==> config.mk <==
export PLATFORM = sky130hd
export DESIGN_NAME = txbuf_owner_tracker
export DESIGN_NICKNAME = d
export VERILOG_FILES = /design/src/rtl/txo_pkg.sv /design/src/rtl/txo_owner_bank.sv /design/src/rtl/txo_order_fifo.sv /design/src/rtl/txo_viol_counter.sv /design/src/rtl/txbuf_owner_tracker.sv
export SDC_FILE = /design/constraint.sdc
export NUM_CORES = 1
export LEC_CHECK = 0
export ABC_AREA = 1
export CORE_AREA = 2 2 50 52
export CTS_CLUSTER_DIAMETER = 100
export CTS_CLUSTER_SIZE = 25
export DETAILED_ROUTE_END_ITERATION = 10
export DIE_AREA = 0 0 52 54
export PLACE_DENSITY = 0.8
export SLEW_MARGIN = 10
export SYNTH_ARGS = -nofsm -noshare
export SYNTH_HDL_FRONTEND = slang
export SYNTH_HIERARCHICAL = 1
export SYNTH_SLANG_ARGS = --single-unit
==> constraint.sdc <==
create_clock -name clk -period 4.9 [get_ports clk]
set_input_delay 0.98 -clock clk [delete_from_list [all_inputs] [get_ports clk]]
set_output_delay 0.98 -clock clk [all_outputs]
set_load 0.02 [all_outputs]
==> src/rtl/txo_pkg.sv <==
package txo_pkg;

    typedef enum logic {
        OWN_PROD = 1'b0,
        OWN_CONS = 1'b1
    } owner_e;

    // Saturating add of a small increment to an unsigned counter value
    function automatic logic [31:0] sat_add(input logic [31:0] val,
                                            input logic [1:0]  inc,
                                            input logic [31:0] maxv);
        logic [32:0] sum;
        sum = {1'b0, val} + {31'd0, inc};
        if (sum > {1'b0, maxv}) return maxv;
        return sum[31:0];
    endfunction

endpackage

==> src/rtl/txo_owner_bank.sv <==
module txo_owner_bank
    import txo_pkg::*;
#(
    parameter int NBUF = 2
) (
    input  logic            clk,
    input  logic            rst,
    input  logic [NBUF-1:0] take_mask,
    input  logic [NBUF-1:0] give_mask,
    output logic [NBUF-1:0] cons_mask
);
    owner_e state_q [NBUF];

    for (genvar i = 0; i < NBUF; i++) begin : g_buf
        always_ff @(posedge clk) begin
            if (rst)               state_q[i] <= OWN_PROD;
            else if (take_mask[i]) state_q[i] <= OWN_CONS;
            else if (give_mask[i]) state_q[i] <= OWN_PROD;
        end
        assign cons_mask[i] = (state_q[i] == OWN_CONS);
    end
endmodule

==> src/rtl/txo_order_fifo.sv <==
module txo_order_fifo #(
    parameter int DEPTH = 2,
    parameter int W     = 1
) (
    input  logic         clk,
    input  logic         rst,
    input  logic         push,
    input  logic [W-1:0] din,
    input  logic         pop,
    output logic         nonempty,
    output logic [W-1:0] head
);
    localparam int PTR_W = (DEPTH > 1) ? $clog2(DEPTH) : 1;
    localparam logic [PTR_W-1:0] LAST = PTR_W'(DEPTH - 1);

    logic [W-1:0]     mem [DEPTH];
    logic [PTR_W-1:0] rd_q, wr_q;
    logic [PTR_W:0]   cnt_q;

    function automatic logic [PTR_W-1:0] bump(input logic [PTR_W-1:0] p);
        return (p == LAST) ? '0 : p + 1'b1;
    endfunction

    always_ff @(posedge clk) begin
        if (rst) begin
            rd_q  <= '0;
            wr_q  <= '0;
            cnt_q <= '0;
        end else begin
            if (push) begin
                mem[wr_q] <= din;
                wr_q      <= bump(wr_q);
            end
            if (pop) rd_q <= bump(rd_q);
            if (push && !pop)      cnt_q <= cnt_q + 1'b1;
            else if (pop && !push) cnt_q <= cnt_q - 1'b1;
        end
    end

    assign nonempty = (cnt_q != '0);
    assign head     = mem[rd_q];
endmodule

==> src/rtl/txo_viol_counter.sv <==
module txo_viol_counter
    import txo_pkg::*;
#(
    parameter int CNT_W = 8
) (
    input  logic             clk,
    input  logic             rst,
    input  logic [1:0]       inc,
    output logic [CNT_W-1:0] count
);
    localparam logic [31:0] MAXV = 32'((64'd1 << CNT_W) - 1);
    logic [31:0] next_val;

    always_comb next_val = sat_add(32'(count), inc, MAXV);

    always_ff @(posedge clk) begin
        if (rst) count <= '0;
        else     count <= next_val[CNT_W-1:0];
    end
endmodule

==> src/rtl/txbuf_owner_tracker.sv <==
module txbuf_owner_tracker #(
    parameter int NBUF  = 2,
    parameter int IDX_W = (NBUF > 1) ? $clog2(NBUF) : 1,
    parameter int CNT_W = 8
) (
    input  logic             clk,
    input  logic             rst,
    input  logic             post_valid,
    input  logic [IDX_W-1:0] post_idx,
    input  logic             ret_valid,
    input  logic [IDX_W-1:0] ret_idx,
    input  logic             prod_wr_en,
    input  logic [IDX_W-1:0] prod_wr_idx,
    input  logic             cons_wr_en,
    input  logic [IDX_W-1:0] cons_wr_idx,
    output logic             prod_wr_ok,
    output logic             cons_wr_ok,
    output logic [NBUF-1:0]  prod_free,
    output logic             cons_valid,
    output logic [IDX_W-1:0] cons_idx,
    output logic             done_pulse,
    output logic [IDX_W-1:0] done_pulse_idx,
    output logic             proto_err,
    output logic [CNT_W-1:0] viol_cnt
);
    localparam logic [IDX_W:0] NB = (IDX_W + 1)'(NBUF);

    logic [NBUF-1:0] cons_mask, take_mask, give_mask;
    logic            post_ok, ret_ok, prod_bad, cons_bad;

    function automatic logic in_range(input logic [IDX_W-1:0] idx);
        return {1'b0, idx} < NB;
    endfunction

    function automatic logic prod_has(input logic [IDX_W-1:0] idx,
                                      input logic [NBUF-1:0] cm);
        return in_range(idx) && !cm[idx];
    endfunction

    function automatic logic cons_has(input logic [IDX_W-1:0] idx,
                                      input logic [NBUF-1:0] cm);
        return in_range(idx) && cm[idx];
    endfunction

    // Event acceptance, judged against the state before the edge
    always_comb begin
        post_ok = post_valid && prod_has(post_idx, cons_mask);
        ret_ok  = ret_valid && cons_valid && (ret_idx == cons_idx)
                  && cons_has(ret_idx, cons_mask);
        for (int i = 0; i < NBUF; i++) begin
            take_mask[i] = post_ok && (post_idx == IDX_W'(i));
            give_mask[i] = ret_ok  && (ret_idx  == IDX_W'(i));
        end
    end

    // Write strobe gating
    always_comb begin
        prod_wr_ok = prod_wr_en && prod_has(prod_wr_idx, cons_mask);
        cons_wr_ok = cons_wr_en && cons_has(cons_wr_idx, cons_mask);
        prod_bad   = prod_wr_en && !prod_wr_ok;
        cons_bad   = cons_wr_en && !cons_wr_ok;
    end

    txo_owner_bank #(.NBUF(NBUF)) u_bank (
        .clk       (clk),
        .rst       (rst),
        .take_mask (take_mask),
        .give_mask (give_mask),
        .cons_mask (cons_mask)
    );

    txo_order_fifo #(.DEPTH(NBUF), .W(IDX_W)) u_order (
        .clk      (clk),
        .rst      (rst),
        .push     (post_ok),
        .din      (post_idx),
        .pop      (ret_ok),
        .nonempty (cons_valid),
        .head     (cons_idx)
    );

    txo_viol_counter #(.CNT_W(CNT_W)) u_viol (
        .clk   (clk),
        .rst   (rst),
        .inc   ({1'b0, prod_bad} + {1'b0, cons_bad}),
        .count (viol_cnt)
    );

    always_ff @(posedge clk) begin
        if (rst) begin
            done_pulse     <= 1'b0;
            done_pulse_idx <= '0;
            proto_err      <= 1'b0;
        end else begin
            done_pulse <= ret_ok;
            if (ret_ok) done_pulse_idx <= ret_idx;
            if ((post_valid && !post_ok) || (ret_valid && !ret_ok))
                proto_err <= 1'b1;
        end
    end

    assign prod_free = ~cons_mask;
endmodule

# Yosys cells after proc, flatten, opt, wreduce, memory -nomap -nowiden
# Memories as Yosys holds them, arrays and structs flattened. A register that Yosys moved wholly into a read port is not among the register bits.
# Cells that the tools add are included.
# word_totals
mem_count	2
wordCells	93
in_bits	10
mem_bits_rw	4
out_inout_bits	17
regBits	15
# op_classes
n_eq_ne	1
add_sub_neg	6
reduce_logical	25
magnitude_cmp	5
bitwise	7
mux	40
# mem_list
name	depth	word_bits	read_ports	rd_clocked_by_memory_dff	wr	line_no	rtl
u_bank.state_q	2	1	2	0	2	txo_owner_bank.sv:12	owner_e state_q [NBUF];
u_order.mem	2	1	1	1	1	txo_order_fifo.sv:16	logic [W-1:0] mem [DEPTH];
# ops
op	count
$mux W1	36
$logic_and A1 B1 Y1	16
$mux W8	2
$add A8 B2 Y9	1
$gt A9 B8 Y1 const B	1
$lt A1 B2 Y1 const B	4
$logic_not A1 Y1	6
$mux W2	2
$or A1 B1 Y1	4
$reduce_bool A2 Y1	2
$add A1 B1 Y1 const B	2
$add A1 B1 Y2	1
$add A2 B1 Y2 const B	1
$not A1 Y1	2
$not A2 Y2	1
$sub A2 B1 Y2 const B	1
$eq A1 B1 Y1	1
$logic_or A1 B1 Y1	1

# Logic depth before layout (Yosys ltp)
# Gate-level depths: netlist (run 1).
# An unclocked memory read counts as a cell.
# depth
word_depth	12
mapped_depth	15
mapped_depth_nobuf	14

# Hierarchy
# Netlist (run 1), hierarchy kept.
# modules_own_cells
module	area_per_inst_um2	seq_area_each_um2	cells_each	instances
txo_viol_counter	439.2	160.2	58	1
txo_order_fifo	301.5	160.2	36	1
txbuf_owner_tracker	265.3	60.1	47	1
txo_owner_bank	112.6	60.1	14	1

# Worst setup path before layout (run 1)
# No wires, ideal clock.
# synth_timing
kind	input to register
from	in cons_wr_idx
to	reg u_viol.count[7]
required_ns	4.787
arrival_ns	2.549
setup_ns	0.113
path_stages	12
n_path_buf	0
setup_slack_ns	2.238
path_cell_list	o21ai_0 -> inv_1 -> nor2_1 -> ha_1 -> ha_1 -> fa_1 -> nand2_2 -> nor2_4 -> inv_2 -> nand2_1 -> nor2_1 -> nor2_1
# synth_via
elab_chain_len	10
# synth_lines
element	line_no	rtl
from (decl)	txbuf_owner_tracker.sv:15	input logic [IDX_W-1:0] cons_wr_idx,
$mux W1 (not written as such) (*) (2 in series)	txbuf_owner_tracker.sv:42	return in_range(idx) && cm[idx];
$logic_and A1 B1 Y1 (*)	txbuf_owner_tracker.sv:59	cons_wr_ok = cons_wr_en && cons_has(cons_wr_idx, cons_mask);
$logic_not A1 Y1 (*)	txbuf_owner_tracker.sv:61	cons_bad = cons_wr_en && !cons_wr_ok;
$logic_and A1 B1 Y1 (*)	txbuf_owner_tracker.sv:61	
$add A1 B1 Y2 (*)	txbuf_owner_tracker.sv:85	.inc ({1'b0, prod_bad} + {1'b0, cons_bad}),
$add A8 B2 Y9 (*)	txo_pkg.sv:13	sum = {1'b0, val} + {31'd0, inc};
$gt A9 B8 Y1	txo_pkg.sv:14	if (sum > {1'b0, maxv}) return maxv;
$mux W1	txo_pkg.sv:14	
$mux W8 (*)	txo_pkg.sv:15	return sum[31:0];
to (signal assigned)	txo_viol_counter.sv:18	else count <= next_val[CNT_W-1:0];
to (decl)	txo_viol_counter.sv:9	output logic [CNT_W-1:0] count
# Every way passes the cells marked *; elsewhere a longest branch is shown, timed or not. The select of a mux whose other input is x is not followed.
# A chain may end at the register's enable or synchronous reset.

# Worst setup path after layout (run 1)
# layout_timing
from	in prod_wr_idx
to	out prod_wr_ok
# layout_via
elab_chain_len	4
# layout_lines
element	line_no	rtl
from (decl)	txbuf_owner_tracker.sv:13	input logic [IDX_W-1:0] prod_wr_idx,
$mux W1 (not written as such) (2 in series)	txbuf_owner_tracker.sv:37	return in_range(idx) && !cm[idx];
$logic_not A1 Y1	txbuf_owner_tracker.sv:37	
$logic_and A1 B1 Y1	txbuf_owner_tracker.sv:58	prod_wr_ok = prod_wr_en && prod_has(prod_wr_idx, cons_mask);
to (decl)	txbuf_owner_tracker.sv:16	output logic prod_wr_ok,
# No other way between the ends. The select of a mux whose other input is x is not followed.

==> results_tabular.tex, run 1 <==
\begin{tabular}{lr}
\hline
Metric & Value \\
\hline
\multicolumn{2}{l}{\textbf{Status}} \\
Status & completed \\
\multicolumn{2}{l}{\textbf{Worst setup path}} \\
Arrival @ worst endpoint & 2.40 ns \\
Worst Path Required & 3.92 ns \\
Most used cell, CP & clkdlybuf4s50\_1 \\
Flop-to-flop setup slack & 2.52 ns \\
Nature of the critical path startpoint & input pin \\
Worst r2r path cells & 12 \\
Type of the worst setup path & input pin to output port \\
Crit path max-delay family & buffers and inverters \\
Chain of cells forming the critical path & clkdlybuf4s50\_1 -> o21ai\_0 -> inv\_1 -> nor2\_1 -> clkdlybuf4s50\_1 \\
Slowest cell delay on critical path & 0.61 ns \\
Critical path depth & 5 \\
Critical path peak fanout & 2 \\
Endpoint of the lowest-slack register-to-register path & u\_viol/count[3] \\
Crit end category & output port \\
Slowest-stage cell, CP & clkdlybuf4s50\_1 \\
Origin of the critical flop-to-flop path & u\_bank/state\_q[0] \\
Sum of buffers and inverters on the critical path & 3 \\
\multicolumn{2}{l}{\textbf{Synthesis}} \\
Register area share after synthesis & 39.4\% \\
Yosys reg bits & 20 \\
Post-Synthesis Cells & 155 \\
Largest cells by area after synthesis & dfxtp\_1 (29\%), inv\_1 (12\%), edfxtp\_1 (11\%), nand2\_1 (11\%), nor2\_1 (5.7\%) \\
Dominant cell by count in the synthesized netlist & inv\_1 \\
Number of enable flip-flop cells after synthesis & 4 \\
Synthesized area per cell & 7.22 µm² \\
Number of nets produced by synthesis & 170 \\
Synth unique cells & 24 \\
Synthesized cell area & 0.00112 mm² \\
Async S/R FF share, synth & 0\% \\
Most frequently used flop master after synthesis & dfxtp\_1 \\
List of most frequent post-synthesis cells & inv\_1 (35), nand2\_1 (32), nor2\_1 (17) \\
Synth warnings & 6 \\
Synth area leader & dfxtp\_1 \\
Area share of the leading cell type in the synthesized netlist & 28.6\% \\
\multicolumn{2}{l}{\textbf{Power}} \\
Net Sw Frac & 30.2\% \\
Power per cell area & 253 mW/mm² \\
Comb pwr share & 25.8\% \\
Internal power of the cells & 0.000253 W \\
Total leakage power & 0.679 nW \\
Sequential fraction of design power & 51.8\% \\
IR drop worst, VDD & 174 µV \\
Part of the power in the clock network & 22.4\% \\
Switching power & 0.000109 W \\
\multicolumn{2}{l}{\textbf{Route}} \\
Via count normalized by instance count & 4.63 \\
Detailed-routing iteration count for the pre-antenna-repair pass & 4 \\
Routed wire length & 2180 µm \\
Detail Route Antenna Nets & 0 \\
Initial detailed-routing violation count & 21 \\
Average wire per standard cell & 10.2 µm \\
Total via count after detailed routing & 986 \\
Count of unresolved DRC violations after routing & 0 \\
\multicolumn{2}{l}{\textbf{Hold path}} \\
Worst-case hold path end point & u\_order/wr\_q \\
Hold\_sp & u\_order/wr\_q \\
HP Class & register to register \\
Cell count of the worst hold path & 2 \\
\multicolumn{2}{l}{\textbf{Clocking}} \\
Worst-case clock buffer depth & 2 \\
Deepest level of the CTS H-tree & 1 \\
CTS tree & done \\
Insertion delay of the later-clocked pin in the worst-skew pair & 0.30 ns \\
Inserted Clock Buffers & 3 \\
CTS hold repair buffers & 0 \\
Clock slew at the register clock pins of the worst setup and hold paths & 0.10 ns \\
Post-CTS Setup Repair Bufs & 0 \\
Clock tree root driver cell & clkbuf\_4 \\
Number of instances resized during post-cts repair & 0 \\
Sinks on Clock Net & 20 \\
\multicolumn{2}{l}{\textbf{STA}} \\
Final setup violation count & 0 \\
Endpoints failing hold & 0 \\
Final count of pins violating max slew & 0 \\
Setup TNS & 0 ns \\
Setup repair after global routing missed its margin & false \\
Maximum achievable frequency & 0.296 GHz \\
Fraction of the cycle the final worst path needs & 69.0\% \\
Worst max-slew margin expressed relative to the limit & 54.9\% \\
Period minus WS final & 3.38 ns \\
Largest clock skew in the final design & 0.0105 ns \\
Worst slack on hold paths & 0.481 ns \\
Tightest Pin Transition & 0.674 ns \\
\multicolumn{2}{l}{\textbf{Global route}} \\
Sum of overflow across all layers after global routing & 0 \\
Wire length of the first global-routing pass & 3560 µm \\
Total Routing Usage GR & 17.2\% \\
Vias in the first global route & 895 \\
Initial antenna violation count & 0 \\
Maximum number of pins on one net before global-route repair & 20 \\
\multicolumn{2}{l}{\textbf{Placement}} \\
Port buffer count & 26 \\
Hpwl dp & 1710 µm \\
Final estimated routing congestion in global placement & 0.825 \\
\multicolumn{2}{l}{\textbf{Floorplan}} \\
Area enclosed by the die boundary & 0.00281 mm² \\
Die extent in x & 52 µm \\
Total number of placement rows & 18 \\
Core area & 0.00232 mm² \\
Initial core utilization & 48.2\% \\
I/O pin cnt & 27 \\
Die boundary height & 54 µm \\
\multicolumn{2}{l}{\textbf{Job}} \\
Maximum Capacitance Violations & 0 \\
\multicolumn{2}{l}{\textbf{Finish}} \\
Layout overhead on the synthesized area & 27.6\% \\
Fill count & 203 \\
Post-layout nets & 199 \\
Antenna cells & 0 \\
Share of layout cells above drive strength 1 & 9.29\% \\
\hline
\end{tabular}
## power by group through the flow
stage	logic, W	registers [W]	clock network [W]
after floorplan	0.0000525	0.000194	0
after global placement	0.0000891	0.000190	0
after detailed placement	0.0000935	0.000191	0
after CTS	0.0000938	0.000187	0.0000845
after global routing	0.000105	0.000189	0.0000890
final	0.0000933	0.000187	0.0000811
## registers in the layout, summed over array words and instances (netlist names), named ones only
signal          flops
done_pulse          1
done_pulse_idx      1
proto_err           1
u_bank/state_q      2
u_order/cnt_q       2
u_order/mem         2
u_order/rd_q        1
u_order/wr_q        1
u_viol/count        8
## per-layer routing
layer	global-route usage, %	vias up	wire length [µm]
met5	0	-	0
li1	-	521	-
met1	19.8	447	953
met3	2.50	2	58
met2	31.4	16	1130
met4	7.89	0	32
## through the flow
step | std cells | power (W) | util [%] | cell area [µm²] | setup WS, ns
CTS | 213 | 0.000365 | 61.5 | 1430 | 1.53
detailed placement | 209 | 0.000284 | 60.4 | 1400 | 1.53
floorplan | 155 | 0.000247 | - | 1120 | 2.24
finish | 213 | 0.000362 | 61.5 | 1430 | 1.52
global placement | 209 | 0.000279 | 60.4 | 1400 | 1.60
global route | 213 | 0.000382 | 61.5 | 1430 | 1.37
## worst max-delay path by stage
stage / startpoint / endpoint / slack [ns]
floorplan: cons_wr_idx / u_viol/count[7] / 2.24
global placement: prod_wr_idx / prod_wr_ok / 1.60
detailed placement: prod_wr_idx / prod_wr_ok / 1.53
CTS: prod_wr_idx / prod_wr_ok / 1.53
global route: prod_wr_idx / prod_wr_ok / 1.37
finish: prod_wr_idx / prod_wr_ok / 1.52
## cells in the final DEF (no fill, tap or decap), types with 4 or more instances in the layout
cell	instances
edfxtp_1	4
nor2_1	17
inv_1	35
ha_1	4
nand2_2	4
nor3_1	5
nand2_1	32
dfxtp_1	16
nand3_1	8
a21oi_1	9
clkdlybuf4s50_1	26
## layout make-up
type,instances,area (µm²),area share [%]
timing repair buffer,26,260,18.2
tap,30,37.5,2.63
multi-input combinational,94,515,36.1
sequential,20,440,30.9
inverter,39,148,10.3
clock buffer,4,26.3,1.84
## cells by family (layout without fill, tap and decap cells)
logic type / after synthesis / after routing / share of synthesized area [%]
AND/OR/NAND/NOR: 73 / 73 / 31.2
buffers and inverters: 41 / 69 / 14.5
flip-flops: 20 / 20 / 39.4
AO/OA/AOI/OAI: 13 / 13 / 6.04
adder cells (fa/ha/maj): 5 / 5 / 6.26
XOR/XNOR: 2 / 2 / 1.57
multiplexers: 1 / 1 / 1.01
## tightest hold or removal path, cell delays in order, from the launching register on
cell and delay (ns):
dfxtp_1 0.32, nand2_1 0.06, a21oi_1 0.06
(Power assumes the default switching activity.)
==> run 2, diff against run 1 <==
--- a/config.mk
+++ b/config.mk
@@ -6,12 +6,12 @@
 export NUM_CORES = 1
 export LEC_CHECK = 0
 export ABC_AREA = 1
-export CORE_AREA = 2 2 50 52
+export CORE_AREA = 2 2 55 57
 export CTS_CLUSTER_DIAMETER = 100
 export CTS_CLUSTER_SIZE = 25
 export DETAILED_ROUTE_END_ITERATION = 10
-export DIE_AREA = 0 0 52 54
-export PLACE_DENSITY = 0.8
+export DIE_AREA = 0 0 57 59
+export PLACE_DENSITY = 0.7
 export SLEW_MARGIN = 10
 export SYNTH_ARGS = -nofsm -noshare
 export SYNTH_HDL_FRONTEND = slang
==> constraint.sdc (replaced) <==
create_clock -name clk -period 2.85 [get_ports clk]
set_input_delay 0.57 -clock clk [delete_from_list [all_inputs] [get_ports clk]]
set_output_delay 0.57 -clock clk [all_outputs]
set_load 0.02 [all_outputs]
==> run 2 against run 1 <==
Combinational power is 73% higher. Wire length is 2.1% higher. Die area is 20% higher. Cell count is 0.47% higher. Non-clock buffer count stayed put. Critical path depth stayed put. Clock power grew to 2.8 times the previous value. Final area is 1.9% higher. Critical path type unchanged. Critical endpoint unchanged.
==> results_tabular.tex, run 2 (synthesis gave the netlist of run 1 again) <==
\begin{tabular}{lr}
\hline
Metric & Value \\
\hline
\multicolumn{2}{l}{\textbf{STA}} \\
Tightest Pin Transition & 0.629 ns (-0.0452 ns) \\
Final setup violation count & 0 (unchanged) \\
Fraction of the cycle the final worst path needs & 89.6\% \\
Largest clock skew in the final design & 0.00760 ns (-0.00288 ns) \\
Setup TNS & 0 ns (unchanged) \\
Period minus WS final & 2.55 ns \\
Final count of pins violating max slew & 0 (unchanged) \\
Worst max-slew margin expressed relative to the limit & 57.9\% (+3.0 points) \\
Maximum achievable frequency & 0.392 GHz \\
Endpoints failing hold & 0 (unchanged) \\
Setup repair after global routing missed its margin & false \\
\multicolumn{2}{l}{\textbf{Global route}} \\
Initial antenna violation count & 0 (unchanged) \\
Maximum number of pins on one net before global-route repair & 20 (unchanged) \\
Total Routing Usage GR & 15.0\% (-2.2 points) \\
Vias in the first global route & 973 (+8.7\%) \\
Sum of overflow across all layers after global routing & 0 (unchanged) \\
Wire length of the first global-routing pass & 3970 µm (+11\%) \\
\multicolumn{2}{l}{\textbf{Power}} \\
Power per cell area & 491 mW/mm² (+94\%) \\
Total leakage power & 0.691 nW (+1.9\%) \\
Tot Pwr & 0.000714 W (+97\%) \\
IR drop worst, VDD & 269 µV (+55\%) \\
\multicolumn{2}{l}{\textbf{Finish}} \\
Antenna cells & 0 (unchanged) \\
Post-layout instance area & 0.00146 mm² (+1.9\%) \\
Layout overhead on the synthesized area & 30.1\% \\
Share of layout cells above drive strength 1 & 9.84\% (+0.55 points) \\
Register ranked first by flip-flop count & u\_viol/count \\
Max FFs per register & 8 (unchanged) \\
Top library cells by usage in the layout, fill and taps aside & inv\_1 (35), nand2\_1 (32), clkdlybuf4s50\_1 (26) \\
Leading cell type in the layout, fill and taps excluded & inv\_1 \\
Post-layout nets & 199 (unchanged) \\
Fill count & 263 (+30\%) \\
\multicolumn{2}{l}{\textbf{Worst setup path}} \\
Critical path peak fanout & 2 (unchanged) \\
Worst Path Required & 2.28 ns (-1.64 ns) \\
Type of the worst setup path & input pin to output port \\
Slowest cell delay on critical path & 0.62 ns (about the same) \\
Nature of the critical path startpoint & input pin \\
Slowest-stage cell, CP & clkdlybuf4s50\_1 \\
Crit end category & output port \\
Chain of cells forming the critical path & clkdlybuf4s50\_1 -> o21ai\_0 -> inv\_1 -> nor2\_1 -> clkdlybuf4s50\_1 \\
Arrival @ worst endpoint & 1.98 ns (-0.42 ns) \\
Most used cell, CP & clkdlybuf4s50\_1 \\
\multicolumn{2}{l}{\textbf{Clocking}} \\
Sinks on Clock Net & 20 (unchanged) \\
Insertion delay of the later-clocked pin in the worst-skew pair & 0.30 ns (about the same) \\
Clock slew at the register clock pins of the worst setup and hold paths & 0.12 ns (+0.02 ns) \\
Worst-case clock buffer depth & 2 (unchanged) \\
CTS hold repair buffers & 0 (unchanged) \\
Number of instances resized during post-cts repair & 0 (unchanged) \\
Inserted Clock Buffers & 3 (unchanged) \\
CTS tree & done \\
Deepest level of the CTS H-tree & 1 (unchanged) \\
Post-CTS Setup Repair Bufs & 0 (unchanged) \\
Clock tree root driver cell & clkbuf\_4 \\
\multicolumn{2}{l}{\textbf{Route}} \\
Via count normalized by instance count & 4.63 (about the same) \\
Average wire per standard cell & 10.4 µm (+1.6\%) \\
Initial detailed-routing violation count & 22 (+4.8\%) \\
Detailed-routing iteration count for the pre-antenna-repair pass & 4 (unchanged) \\
Detail Route Antenna Nets & 0 (unchanged) \\
Total via count after detailed routing & 991 (+0.51\%) \\
Routed wire length & 2220 µm (+2.1\%) \\
Count of unresolved DRC violations after routing & 0 (unchanged) \\
\multicolumn{2}{l}{\textbf{Placement}} \\
Area post-placement & 0.00140 mm² (about the same) \\
Final estimated routing congestion in global placement & 0.797 (-3.4\%) \\
Port buffer count & 26 (unchanged) \\
Hpwl dp & 1810 µm (+5.9\%) \\
\multicolumn{2}{l}{\textbf{Hold path}} \\
HP Class & register to register \\
\multicolumn{2}{l}{\textbf{Floorplan}} \\
Die boundary height & 59 µm (+9.3\%) \\
I/O pin cnt & 27 (unchanged) \\
Area enclosed by the die boundary & 0.00336 mm² (+20\%) \\
Total number of placement rows & 19 (+1) \\
Die extent in x & 57 µm (+9.6\%) \\
Core area & 0.00271 mm² (+17\%) \\
Initial core utilization & 41.3\% (-6.9 points) \\
\multicolumn{2}{l}{\textbf{Status}} \\
Status & completed \\
\multicolumn{2}{l}{\textbf{Job}} \\
Maximum Capacitance Violations & 0 (unchanged) \\
\hline
\end{tabular}
==> run 2: cell count changes in the layout (fill, tap and decap cells not counted), sizes merged <==
cell	before	now
bufinv	0	1
clkbuf	4	3
==> run 2: area by class of cell <==
class / instances / area, µm² / area share, %
Clock buffer: 3 / 22.5 / 1.55
Tap cell: 31 / 38.8 / 2.67
Timing Repair Buffer: 26 / 260 / 17.9
Multi-Input combinational cell: 94 / 515 / 35.4
Inverter: 39 / 148 / 10.1
Clock inverter: 1 / 30.0 / 2.06
Sequential cell: 20 / 440 / 30.3
==> run 2: per-stage QoR <==
stage | std cells | hold WS (ns) | util (%) | setup WS [ns]
floorplan | 155 | 0.438 | - | 0.538
global placement | 210 | 0.450 | 51.8 | 0.0975
detailed placement | 210 | 0.466 | 51.8 | 0.0248
CTS | 214 | 0.484 | 53.7 | 0.270
global route | 214 | 0.518 | 53.7 | 0.189
finish | 214 | 0.485 | 53.7 | 0.296
==> run 2: path summary, 6_finish.rpt <==
check | from | to | slack [ns] | depth (start not counted)
worst max-delay path | prod_wr_idx | prod_wr_ok | 0.30 | 5
worst min-delay path | u_order/wr_q | u_order/wr_q | 0.49 | 2
worst max register to register | u_bank/state_q[0] | u_viol/count[7] | 0.51 | 12
worst min register to register | u_order/wr_q | u_order/wr_q | 0.49 | 2
==> run 2: where the power goes <==
part / leakage, nW / switching (W) / total, W / internal [W]
sequential: 0.170 / 0.0000135 / 0.000322 / 0.000308
clock: 0.0279 / 0.0000892 / 0.000231 / 0.000142
combinational: 0.494 / 0.0000890 / 0.000161 / 0.0000724
total: 0.691 / 0.000192 / 0.000714 / 0.000523
==> run 2: routing by layer <==
metal | global-route usage, % | vias up | wire, µm
met5 | 0 | - | 0
met4 | 7.64 | 0 | 17
met3 | 2.40 | 2 | 70
met2 | 27.9 | 13 | 1190
met1 | 16.5 | 450 | 939
li1 | - | 526 | -
==> run 2: worst max-delay path, delay by kind of cell <==
kind | cells | cell delay [ns]
simple gates | 1 | 0.10
compound gates | 1 | 0.22
buf+inv | 3 | 1.10
==> run 3, diff against run 2 <==
--- a/config.mk
+++ b/config.mk
@@ -6,12 +6,13 @@
 export NUM_CORES = 1
 export LEC_CHECK = 0
 export ABC_AREA = 1
-export CORE_AREA = 2 2 55 57
+export CORE_AREA = 2 2 53 55
+export CTS_BUF_LIST = sky130_fd_sc_hd__clkbuf_2
 export CTS_CLUSTER_DIAMETER = 100
 export CTS_CLUSTER_SIZE = 25
 export DETAILED_ROUTE_END_ITERATION = 10
-export DIE_AREA = 0 0 57 59
-export PLACE_DENSITY = 0.7
+export DIE_AREA = 0 0 55 57
+export PLACE_DENSITY = 0.75
 export SLEW_MARGIN = 10
 export SYNTH_ARGS = -nofsm -noshare
 export SYNTH_HDL_FRONTEND = slang
==> run 3 against run 2 <==
Global-route usage rose by 0.42 points. Fmax increased by 0.87%. Critical path type unchanged. Highest routed layer unchanged. Critical endpoint unchanged. Total power shrank 16%. Sequential power about the same. Largest cell class unchanged. Combinational power hardly changed. Largest power group unchanged. Hold slack gained 0.0030 ns.
==> results_tabular.tex, run 3 (synthesis gave the netlist of run 1 again) <==
\begin{tabular}{lr}
\hline
Metric & Value \\
\hline
\multicolumn{2}{l}{\textbf{Status}} \\
Status & completed \\
\multicolumn{2}{l}{\textbf{Hold path}} \\
Worst-case hold path end point & u\_order/wr\_q \\
Cell count of the worst hold path & 2 (unchanged) \\
HP Class & register to register \\
Hold\_sp & u\_order/wr\_q \\
\multicolumn{2}{l}{\textbf{Worst setup path}} \\
Flop-to-flop setup slack & 0.51 ns (about the same) \\
Nature of the critical path startpoint & input pin \\
Crit end category & output port \\
Origin of the critical flop-to-flop path & u\_bank/state\_q[0] \\
Arrival @ worst endpoint & 1.96 ns (-0.02 ns) \\
Worst Path Required & 2.28 ns (about the same) \\
Critical path peak fanout & 2 (unchanged) \\
Worst r2r path cells & 12 (unchanged) \\
Endpoint of the lowest-slack register-to-register path & u\_viol/count[7] \\
Type of the worst setup path & input pin to output port \\
\multicolumn{2}{l}{\textbf{Global route}} \\
Routing usage on met3 & 2.36\% (-0.046 points) \\
Met1 Usage GRT & 17.8\% (+1.3 points) \\
Grt met2 use & 26.9\% (-1.0 points) \\
Maximum number of pins on one net before global-route repair & 20 (unchanged) \\
Total Routing Usage GR & 15.4\% (+0.42 points) \\
Wire length of the first global-routing pass & 3550 µm (-10\%) \\
Sum of overflow across all layers after global routing & 0 (unchanged) \\
Most utilized layer in the global route result & met2 \\
Vias in the first global route & 914 (-6.1\%) \\
Initial antenna violation count & 0 (unchanged) \\
\multicolumn{2}{l}{\textbf{Floorplan}} \\
Initial core utilization & 42.8\% (+1.5 points) \\
Area enclosed by the die boundary & 0.00314 mm² (-6.8\%) \\
I/O pin cnt & 27 (unchanged) \\
Total number of placement rows & 19 (unchanged) \\
Core area & 0.00262 mm² (-3.5\%) \\
Die extent in x & 55 µm (-3.5\%) \\
Die boundary height & 57 µm (-3.4\%) \\
\multicolumn{2}{l}{\textbf{Placement}} \\
Port buffer count & 26 (unchanged) \\
Final estimated routing congestion in global placement & 0.787 (-1.3\%) \\
Area post-placement & 0.00140 mm² (unchanged) \\
Hpwl dp & 1740 µm (-4.1\%) \\
Setup slack after placement & 0.00906 ns (-0.0158 ns) \\
\multicolumn{2}{l}{\textbf{Route}} \\
Via count normalized by instance count & 4.50 (-2.8\%) \\
Total via count after detailed routing & 963 (-2.8\%) \\
Routed wire length & 2090 µm (-5.8\%) \\
Initial detailed-routing violation count & 27 (+23\%) \\
Detailed-routing iteration count for the pre-antenna-repair pass & 4 (unchanged) \\
Detail Route Antenna Nets & 0 (unchanged) \\
Average wire per standard cell & 9.78 µm (-5.8\%) \\
Count of unresolved DRC violations after routing & 0 (unchanged) \\
\multicolumn{2}{l}{\textbf{Clocking}} \\
Post-CTS Setup Repair Bufs & 0 (unchanged) \\
Deepest level of the CTS H-tree & 1 (unchanged) \\
Inserted Clock Buffers & 3 (unchanged) \\
Sinks on Clock Net & 20 (unchanged) \\
Clock tree root driver cell & clkbuf\_2 \\
CTS tree & done \\
Worst-case clock buffer depth & 2 (unchanged) \\
Insertion delay of the later-clocked pin in the worst-skew pair & 0.33 ns (+0.03 ns) \\
Number of instances resized during post-cts repair & 0 (unchanged) \\
Clock slew at the register clock pins of the worst setup and hold paths & 0.20 ns (+0.08 ns) \\
CTS hold repair buffers & 0 (unchanged) \\
\multicolumn{2}{l}{\textbf{Power}} \\
Total leakage power & 0.678 nW (-2.0\%) \\
Sequential fraction of design power & 53.4\% (+8.4 points) \\
Comb pwr share & 26.6\% (+4.0 points) \\
Switching power & 0.000190 W (-0.77\%) \\
Power per cell area & 423 mW/mm² (-14\%) \\
Tot Pwr & 0.000602 W (-16\%) \\
Part of the power in the clock network & 20.0\% (-12 points) \\
Net Sw Frac & 31.6\% (+4.8 points) \\
Internal power of the cells & 0.000411 W (-21\%) \\
IR drop worst, VDD & 419 µV (+56\%) \\
\multicolumn{2}{l}{\textbf{STA}} \\
Worst max-slew margin expressed relative to the limit & 58.6\% (+0.72 points) \\
Tightest Pin Transition & 0.618 ns (-0.0108 ns) \\
Final count of pins violating max slew & 0 (unchanged) \\
Largest clock skew in the final design & 0.0170 ns (+0.00945 ns) \\
Period minus WS final & 2.53 ns (-0.0220 ns) \\
Final setup margin & 0.318 ns (+0.0220 ns) \\
Fraction of the cycle the final worst path needs & 88.9\% (-0.77 points) \\
Final setup violation count & 0 (unchanged) \\
Maximum achievable frequency & 0.395 GHz (+0.87\%) \\
Endpoints failing hold & 0 (unchanged) \\
Setup TNS & 0 ns (unchanged) \\
Setup repair after global routing missed its margin & false \\
\multicolumn{2}{l}{\textbf{Finish}} \\
Register ranked first by flip-flop count & u\_viol/count \\
Post-layout nets & 199 (unchanged) \\
Antenna cells & 0 (unchanged) \\
Max FFs per register & 8 (unchanged) \\
Leading cell type in the layout, fill and taps excluded & inv\_1 \\
Fill count & 246 (-6.5\%) \\
Fraction of the core area covered by cells at the end of the flow & 54.4\% (+0.66 points) \\
Top library cells by usage in the layout, fill and taps aside & inv\_1 (35), nand2\_1 (32), clkdlybuf4s50\_1 (26) \\
Post-layout instance area & 0.00142 mm² (-2.3\%) \\
Share of layout cells above drive strength 1 & 9.29\% (-0.55 points) \\
Layout overhead on the synthesized area & 27.1\% \\
\multicolumn{2}{l}{\textbf{Job}} \\
Maximum Capacitance Violations & 0 (unchanged) \\
\hline
\end{tabular}
## run 3: changes by cell type in the layout (fill, tap and decap cells not counted), sizes merged
cell	before	now
bufinv	1	0
clkinv	2	3
## run 3: layout make-up
| class | instances | area, µm² | area share (%) |
|---|---|---|---|
| multi-input combinational | 94 | 515 | 36.3 |
| clock inverter | 1 | 3.75 | 0.264 |
| inverter | 39 | 148 | 10.4 |
| timing repair buffer | 26 | 260 | 18.3 |
| sequential | 20 | 440 | 31.0 |
| tap | 31 | 38.8 | 2.73 |
| clock buffer | 3 | 15.0 | 1.06 |
## run 3: worst max path at each step
stage,from,to,cells past startpoint
after floorplan,u_bank/state_q[1],u_viol/count[7],15
after global placement,cons_wr_idx,u_viol/count[7],13
after detailed placement,cons_wr_idx,u_viol/count[7],13
after CTS,prod_wr_idx,prod_wr_ok,5
after global routing,cons_wr_idx,u_viol/count[7],13
final,prod_wr_idx,prod_wr_ok,5
## run 3: power groups by stage
stage          clock (W)  combinational, W  sequential [W]
2_1_floorplan          0         0.0000902        0.000334
3_3_place_gp           0          0.000155        0.000327
3_5_place_dp           0          0.000161        0.000328
4_1_cts         0.000124          0.000162        0.000322
5_1_grt         0.000133          0.000178        0.000324
6_report        0.000120          0.000160        0.000321
## run 3: layer usage
layer	vias up	wire length [µm]
met2	15	1050
met1	419	955
met3	4	51
li1	525	-
met5	-	0
met4	0	33
## run 3: per-stage QoR
step	hold WS [ns]	instances
2_1_floorplan	0.438	155
3_3_place_gp	0.454	210
3_5_place_dp	0.464	210
4_1_cts	0.488	214
5_1_grt	0.511	214
6_report	0.488	214
## run 3: worst max-delay path, stage by stage
cell	delay, ns
clkdlybuf4s50_1	0.42
o21ai_0	0.23
inv_1	0.06
nor2_1	0.08
clkdlybuf4s50_1	0.60
